--- config.mk ---
export PLATFORM = sky130hd
export DESIGN_NAME = swe_mesh_3x2
export DESIGN_NICKNAME = d
export VERILOG_FILES = /design/src/rtl/swe_pkg.sv /design/src/rtl/swe_mqueue.sv /design/src/rtl/swe_admit.sv /design/src/rtl/swe_sync_merge.sv /design/src/rtl/swe_mesh_3x2.sv
export SDC_FILE = /design/constraint.sdc
export NUM_CORES = 2
export LEC_CHECK = 0
export CORE_MARGIN = 2
export CORE_UTILIZATION = 43
export CTS_CLUSTER_SIZE = 10
export DETAILED_ROUTE_END_ITERATION = 8
export DONT_BUFFER_PORTS = 1
export REMOVE_ABC_BUFFERS = 1
export SYNTH_ARGS = -nofsm -noshare
export SYNTH_HDL_FRONTEND = slang
export SYNTH_HIERARCHICAL = 1
export SYNTH_SLANG_ARGS = --single-unit
--- constraint.sdc ---
create_clock -name clk -period 9.55 [get_ports clk]
set_clock_uncertainty 0.2 [all_clocks]
set_input_delay 1.4325 -clock clk [delete_from_list [all_inputs] [get_ports clk]]
set_output_delay 1.4325 -clock clk [all_outputs]
set_load 0.05 [all_outputs]
--- src/rtl/swe_pkg.sv ---
package swe_pkg;
  typedef enum logic [1:0] {
    MK_EMPTY = 2'd0,
    MK_READ  = 2'd1,
    MK_WRITE = 2'd2,
    MK_SYNC  = 2'd3
  } msg_kind_e;

  localparam int N_IN = 3;  // column, local, row, in priority order
endpackage

--- src/rtl/swe_mqueue.sv ---
module swe_mqueue #(
  parameter int DEPTH = 16,
  parameter int W     = 34,
  parameter int NWR   = 3,
  localparam int AW   = $clog2(DEPTH),
  localparam int CW   = $clog2(DEPTH + 1)
) (
  input  logic                    clk,
  input  logic                    rst_n,
  input  logic [NWR-1:0]          wr_vld,   // packed from port 0 upward
  input  logic [NWR-1:0][W-1:0]   wr_data,
  output logic [CW-1:0]           free,
  output logic                    rd_valid,
  input  logic                    rd_ready,
  output logic [W-1:0]            rd_data
);
  logic [W-1:0]  mem [DEPTH];
  logic [AW-1:0] rptr, wptr;
  logic [CW-1:0] cnt, nwr;
  logic          pop;

  always_comb begin
    nwr = '0;
    for (int k = 0; k < NWR; k++) nwr = nwr + CW'(wr_vld[k]);
  end

  assign pop      = rd_valid & rd_ready;
  assign rd_valid = (cnt != '0);
  assign rd_data  = mem[rptr];
  assign free     = CW'(DEPTH) - cnt;

  always_ff @(posedge clk) begin
    for (int k = 0; k < NWR; k++)
      if (wr_vld[k]) mem[wptr + AW'(k)] <= wr_data[k];
  end

  always_ff @(posedge clk or negedge rst_n) begin
    if (!rst_n) begin
      rptr <= '0;
      wptr <= '0;
      cnt  <= '0;
    end else begin
      wptr <= wptr + AW'(nwr);
      rptr <= rptr + AW'(pop);
      cnt  <= cnt + nwr - CW'(pop);
    end
  end
endmodule

--- src/rtl/swe_admit.sv ---
module swe_admit
  import swe_pkg::*;
#(
  parameter int ROW_W = 4,
  parameter int W     = 34,
  parameter int CW    = 5,
  parameter int NIN   = N_IN,
  localparam int IW   = $clog2(NIN + 1)
) (
  input  logic [ROW_W-1:0]        my_row,
  input  logic [NIN-1:0]          in_valid,
  input  logic [NIN-1:0][W-1:0]   in_data,
  input  logic [NIN-1:0]          held,
  input  logic                    block,
  input  logic [CW-1:0]           free_n,
  input  logic [CW-1:0]           free_r,
  output logic [NIN-1:0]          in_ready,
  output logic [NIN-1:0]          sync_take,
  output logic [NIN-1:0]          wn_vld,
  output logic [NIN-1:0][W-1:0]   wn_data,
  output logic [NIN-1:0]          wr_vld,
  output logic [NIN-1:0][W-1:0]   wr_data
);
  logic [IW-1:0] cn, cr;

  always_comb begin
    in_ready  = '0;
    sync_take = '0;
    wn_vld    = '0;
    wn_data   = '0;
    wr_vld    = '0;
    wr_data   = '0;
    cn        = '0;
    cr        = '0;
    for (int i = 0; i < NIN; i++) begin
      msg_kind_e kind;
      logic      to_res;
      kind   = msg_kind_e'(in_data[i][W-1 -: 2]);
      to_res = (in_data[i][W-3 -: ROW_W] == my_row);
      if (in_valid[i] && !held[i] && !block) begin
        unique case (kind)
          MK_EMPTY: in_ready[i] = 1'b1;
          MK_SYNC: begin
            in_ready[i]  = 1'b1;
            sync_take[i] = 1'b1;
          end
          default: begin
            if (to_res) begin
              if (CW'(cr) < free_r) begin
                in_ready[i]   = 1'b1;
                wr_vld[cr]    = 1'b1;
                wr_data[cr]   = in_data[i];
                cr            = cr + 1'b1;
              end
            end else begin
              if (CW'(cn) < free_n) begin
                in_ready[i]   = 1'b1;
                wn_vld[cn]    = 1'b1;
                wn_data[cn]   = in_data[i];
                cn            = cn + 1'b1;
              end
            end
          end
        endcase
      end
    end
  end
endmodule

--- src/rtl/swe_sync_merge.sv ---
module swe_sync_merge
  import swe_pkg::*;
#(
  parameter int NIN = N_IN,
  parameter int CW  = 5
) (
  input  logic           clk,
  input  logic           rst_n,
  input  logic [NIN-1:0] take,
  input  logic [CW-1:0]  free_n,
  input  logic [CW-1:0]  free_r,
  output logic [NIN-1:0] held,
  output logic           all_seen,
  output logic           push
);
  logic [NIN-1:0] seen;

  assign held     = seen;
  assign all_seen = &seen;
  assign push     = all_seen && (free_n != '0) && (free_r != '0);

  always_ff @(posedge clk or negedge rst_n) begin
    if (!rst_n)    seen <= '0;
    else if (push) seen <= '0;
    else           seen <= seen | take;
  end
endmodule

--- src/rtl/swe_mesh_3x2.sv ---
module swe_mesh_3x2
  import swe_pkg::*;
#(
  parameter int ROW_W = 4,
  parameter int COL_W = 4,
  parameter int PAY_W = 28,
  parameter int DEPTH = 16,
  localparam int W    = 2 + ROW_W + COL_W + PAY_W,
  localparam int CW   = $clog2(DEPTH + 1)
) (
  input  logic             clk,
  input  logic             rst_n,
  input  logic [ROW_W-1:0] my_row,
  input  logic             col_in_valid,
  output logic             col_in_ready,
  input  logic [W-1:0]     col_in_data,
  input  logic             loc_in_valid,
  output logic             loc_in_ready,
  input  logic [W-1:0]     loc_in_data,
  input  logic             row_in_valid,
  output logic             row_in_ready,
  input  logic [W-1:0]     row_in_data,
  output logic             nxt_valid,
  input  logic             nxt_ready,
  output logic [W-1:0]     nxt_data,
  output logic             res_valid,
  input  logic             res_ready,
  output logic [W-1:0]     res_data
);
  localparam logic [W-1:0] SYNC_MSG = {MK_SYNC, {(W-2){1'b0}}};

  logic [N_IN-1:0]         in_v, in_r, held, take;
  logic [N_IN-1:0][W-1:0]  in_d;
  logic [N_IN-1:0]         an_vld, ar_vld, qn_vld, qr_vld;
  logic [N_IN-1:0][W-1:0]  an_data, ar_data, qn_data, qr_data;
  logic [CW-1:0]           qn_free, qr_free;
  logic                    all_seen, push;

  assign in_v = {row_in_valid, loc_in_valid, col_in_valid};
  assign in_d = {row_in_data, loc_in_data, col_in_data};
  assign col_in_ready = in_r[0];
  assign loc_in_ready = in_r[1];
  assign row_in_ready = in_r[2];

  swe_admit #(.ROW_W(ROW_W), .W(W), .CW(CW), .NIN(N_IN)) u_admit (
    .my_row(my_row), .in_valid(in_v), .in_data(in_d), .held(held),
    .block(all_seen), .free_n(qn_free), .free_r(qr_free),
    .in_ready(in_r), .sync_take(take),
    .wn_vld(an_vld), .wn_data(an_data), .wr_vld(ar_vld), .wr_data(ar_data)
  );

  swe_sync_merge #(.NIN(N_IN), .CW(CW)) u_merge (
    .clk(clk), .rst_n(rst_n), .take(take), .free_n(qn_free), .free_r(qr_free),
    .held(held), .all_seen(all_seen), .push(push)
  );

  // The merged marker takes write port 0 of both queues.
  always_comb begin
    qn_vld  = an_vld;
    qn_data = an_data;
    qr_vld  = ar_vld;
    qr_data = ar_data;
    if (push) begin
      qn_vld[0]  = 1'b1;
      qn_data[0] = SYNC_MSG;
      qr_vld[0]  = 1'b1;
      qr_data[0] = SYNC_MSG;
    end
  end

  swe_mqueue #(.DEPTH(DEPTH), .W(W), .NWR(N_IN)) u_qn (
    .clk(clk), .rst_n(rst_n), .wr_vld(qn_vld), .wr_data(qn_data),
    .free(qn_free), .rd_valid(nxt_valid), .rd_ready(nxt_ready), .rd_data(nxt_data)
  );

  swe_mqueue #(.DEPTH(DEPTH), .W(W), .NWR(N_IN)) u_qr (
    .clk(clk), .rst_n(rst_n), .wr_vld(qr_vld), .wr_data(qr_data),
    .free(qr_free), .rd_valid(res_valid), .rd_ready(res_ready), .rd_data(res_data)
  );
endmodule

==> results by group <==
Global route
  • Initial antenna violation count: 18
  • GR peak layer: met2
  • First-pass GRT wire length: ~460 mm
  • Met3 Use GR: 15.01%
  • Grt ovf: 0
  • Overall global routing resource usage: 37.32%
  • Vias in the first global route: 59712
  • Met1 usage: 45.08%
  • Largest net degree at the start of global routing: 154
  • M2 GR Usage: a little over half

Outcome
  • Failing checks: capacitance limit, slew limit
  • Status: finished, violations left

Setup path
  • Setup CP Type: register to register
  • Startpoint type of the worst setup path: register
  • RR Startpoint: u_qr/cnt[0]
  • CP max FO: 43
  • CP startpoint: u_qr/cnt[0]
  • CP required: ~9.8 ns
  • Arr. time, crit path: around 7.6 ns
  • CP endpoint kind: register

Floorplanning
  • Num rows: ~150
  • Initial core utilization: 43.26%
  • Die Y: ~420 um
  • Core area: 0.1715 mm2
  • IO Count: 206
  • Die X: 419.4 um
  • DIE AREA: 0.1759 mm2

Clock tree
  • Num CTS Buffers: 150
  • CTS Hold Bufs: 0
  • CTS H-tree lvls: 4
  • Clk root buf: clkbuf_16
  • Clk Latency, worst-skew pair: 0.80 ns
  • # clock sinks: 1245
  • # Post-CTS Setup Buffers: 0
  • CTS Buffer Depth: 3
  • CTS tree: done
  • Post-CTS resize count: 0
  • Worst-path clk slew: 0.06 ns

Yosys
  • Synthesized area: roughly 0.074 mm2
  • Post-synth top area share: around 50%
  • Syn Inst Count: 6341
  • Most used flip-flop cell after synthesis: edfxtp_1
  • YS warnings: 6
  • Top post-synthesis cells by count: edfxtp_1 (1216), nand2_1 (1060), a22oi_1 (647), o21ai_0 (562), o221ai_1 (442)
  • Synth area leaders: edfxtp_1 (49%), mux4_2 (9.5%), a22oi_1 (6.5%), nand2_1 (5.4%), o221ai_1 (5.2%)
  • Most instantiated library cell after synthesis: edfxtp_1
  • Syn_area_per_cell: 11.70 um2
  • Asr flop ratio synth: ~2.3%
  • Cell taking the most area after synthesis: edfxtp_1
  • #FFs+latches synth: 1245
  • EDFF count, synth: 1216
  • Seq/Total Area, Yosys: 50.18%
  • Distinct cells, synth: 87

Final layout
  • Nets@finish: 5984
  • Syn-to-layout area delta: 7.225%
  • Filler cell count: 15418
  • Cell area after layout: 0.07957 mm2
  • Share of post-route cells with drive strength above 1: 15.78%

Place
  • HPWL Detailed: 181.2 mm
  • Gpl congestion: slightly below 1
  • Number of port buffers: 0
  • Placed Area: 0.07528 mm2

Timing
  • RSZ-0062 raised after global routing: false
  • Relative slew margins: -6.963%
  • Tmin final: between 7 and 8 ns
  • Setup violations, final: 0
  • Tcrit/Tclk final: between 70 and 80%
  • Final Hold Fails: 0
  • Hold WS: about 0.12 ns
  • Max Fclk: 0.1356 GHz
  • Worst slew pin tran: between 1.5 and 2 ns
  • Max-slew violations: 11

Drt
  • Iteration-0 DRC count of the detailed router: 11720
  • DR vias/cell: 7.622
  • Routed WL: between 300 and 400 mm
  • Drt wl/cell: 40.83 um
  • DR pass1 iterations: 9
  • Total number of vias: between 60000 and 70000
  • Antenna Nets Post-Route: 0
  • DRC: 0

Power and ir drop
  • Pwr/cell area: 279.2 mW/mm2
  • Peak supply drop: 0.0003098 V
  • Leakage power: ~24 nW
  • Tot Pwr: 22.21 mW

Min path
  • Worst Hold Class: input port to async pin

Job
  • Max cap viols: 3
-- layout make-up --
cell class / count / area (um2) / area share (%)
multi-input combinational: 4145 / 33340 / 41.90
timing repair buffer: 176 / 1396 / 1.755
clock inverter: 33 / 329.1 / 0.4136
inverter: 104 / 391.6 / 0.4922
tap: 2310 / 2890 / 3.632
clock buffer: 186 / 3889 / 4.887
sequential: 1245 / 37260 / 46.83
antenna: 28 / 70.07 / 0.08806
-- placed cells by master (no fill, tap or decap), types with 52 or more instances in the layout --
cell type / Yosys / routed
nand3_1: 124 / 120
o221ai_2: 52 / 52
a22o_1: 76 / 76
mux4_1: 61 / 61
o21ai_1: 151 / 152
clkbuf_16: 0 / 150
o21ai_0: 562 / 544
buf_4: 80 / 170
inv_1: 103 / 102
mux4_2: 314 / 314
nor2b_1: 87 / 87
edfxtp_1: 1216 / 1216
a22oi_1: 647 / 647
nand2_1: 1060 / 1054
o211ai_1: 112 / 112
and2_1: 90 / 89
o221ai_1: 442 / 442
-- critical path: stages, from the launching register on --
cell,delay (ns)
dfrtp_1,0.55
inv_1,0.08
ha_1,0.23
and2_1,0.17
ha_1,0.27
inv_1,0.07
or4_1,0.57
o21ai_0,0.38
nor2_4,0.06
ha_1,0.23
nand3_1,0.08
o21ai_1,0.21
a2111oi_4,0.50
buf_4,0.65
nand2b_1,0.49
nor4_4,0.27
buf_4,0.74
a21o_2,0.19
o21bai_4,0.38
buf_4,0.58
-- flip-flops by register name, indices dropped and copies added (netlist names) --
name / cells
u_qr/mem: 608
u_qr/cnt: 5
u_qn/wptr: 4
u_merge/held: 3
u_qr/rptr: 4
u_qr/wptr: 4
u_qn/mem: 608
u_qn/cnt: 5
u_qn/rptr: 4
-- logic make-up (layout without fill, tap and decap cells) --
group                    count (synthesis)  after routing  share of synthesized area, %
AO/OA/AOI/OAI                         2148           2148                         20.94
XOR/XNOR                                48             48                        0.6879
multiplexers                           419            419                         12.39
buffers and inverters                  951            499                         6.260
flip-flops                            1245           1245                         50.18
other                                    0             28                             0
AND/OR/NAND/NOR                       1493           1493                         8.847
adder cells (fa/ha/maj)                 37             37                        0.6845
-- path summary, 6_finish.rpt --
check                      slack (ns)  cells past startpoint               to
setup / recovery                 2.17                     19  u_qr/mem[2][22]
hold / removal                   0.12                      0  u_merge/held[2]
max in group asynchronous        8.92                      0     u_qn/rptr[2]
setup reg to reg                 2.17                     19  u_qr/mem[2][22]
min in group clk                 0.33                      1     u_qr/wptr[0]
hold reg to reg                  0.33                      1     u_qr/wptr[0]
-- per-layer routing --
layer  vias to the layer above  share of wire (%)
li1                      24081                  -
met1                     30544                 32
met2                      6481                 43
met3                      1598                 16
met4                         4                8.2
met5                         -              0.019
-- where the power goes --
group | internal [mW] | switching [mW] | total, mW
registers | 6.74 | 0.391 | 7.13
clock network | 2.89 | 2.35 | 5.24
logic | 3.01 | 6.84 | 9.84
total | 12.6 | 9.58 | 22.2
-- through the flow --
stage / utilization [%] / cells / TNS, ns / setup slack [ns]
after floorplan: - / 5494 / -726.80 / -1.426
after CTS: 46.34 / 8199 / 0 / 2.362
final: 46.38 / 8227 / 0 / 2.174
after global placement: 43.88 / 7980 / 0 / 2.050
after global routing: 46.37 / 8220 / 0 / 1.944
after detailed placement: 43.88 / 7980 / 0 / 2.045
Power figures use the tool's default switching activity.
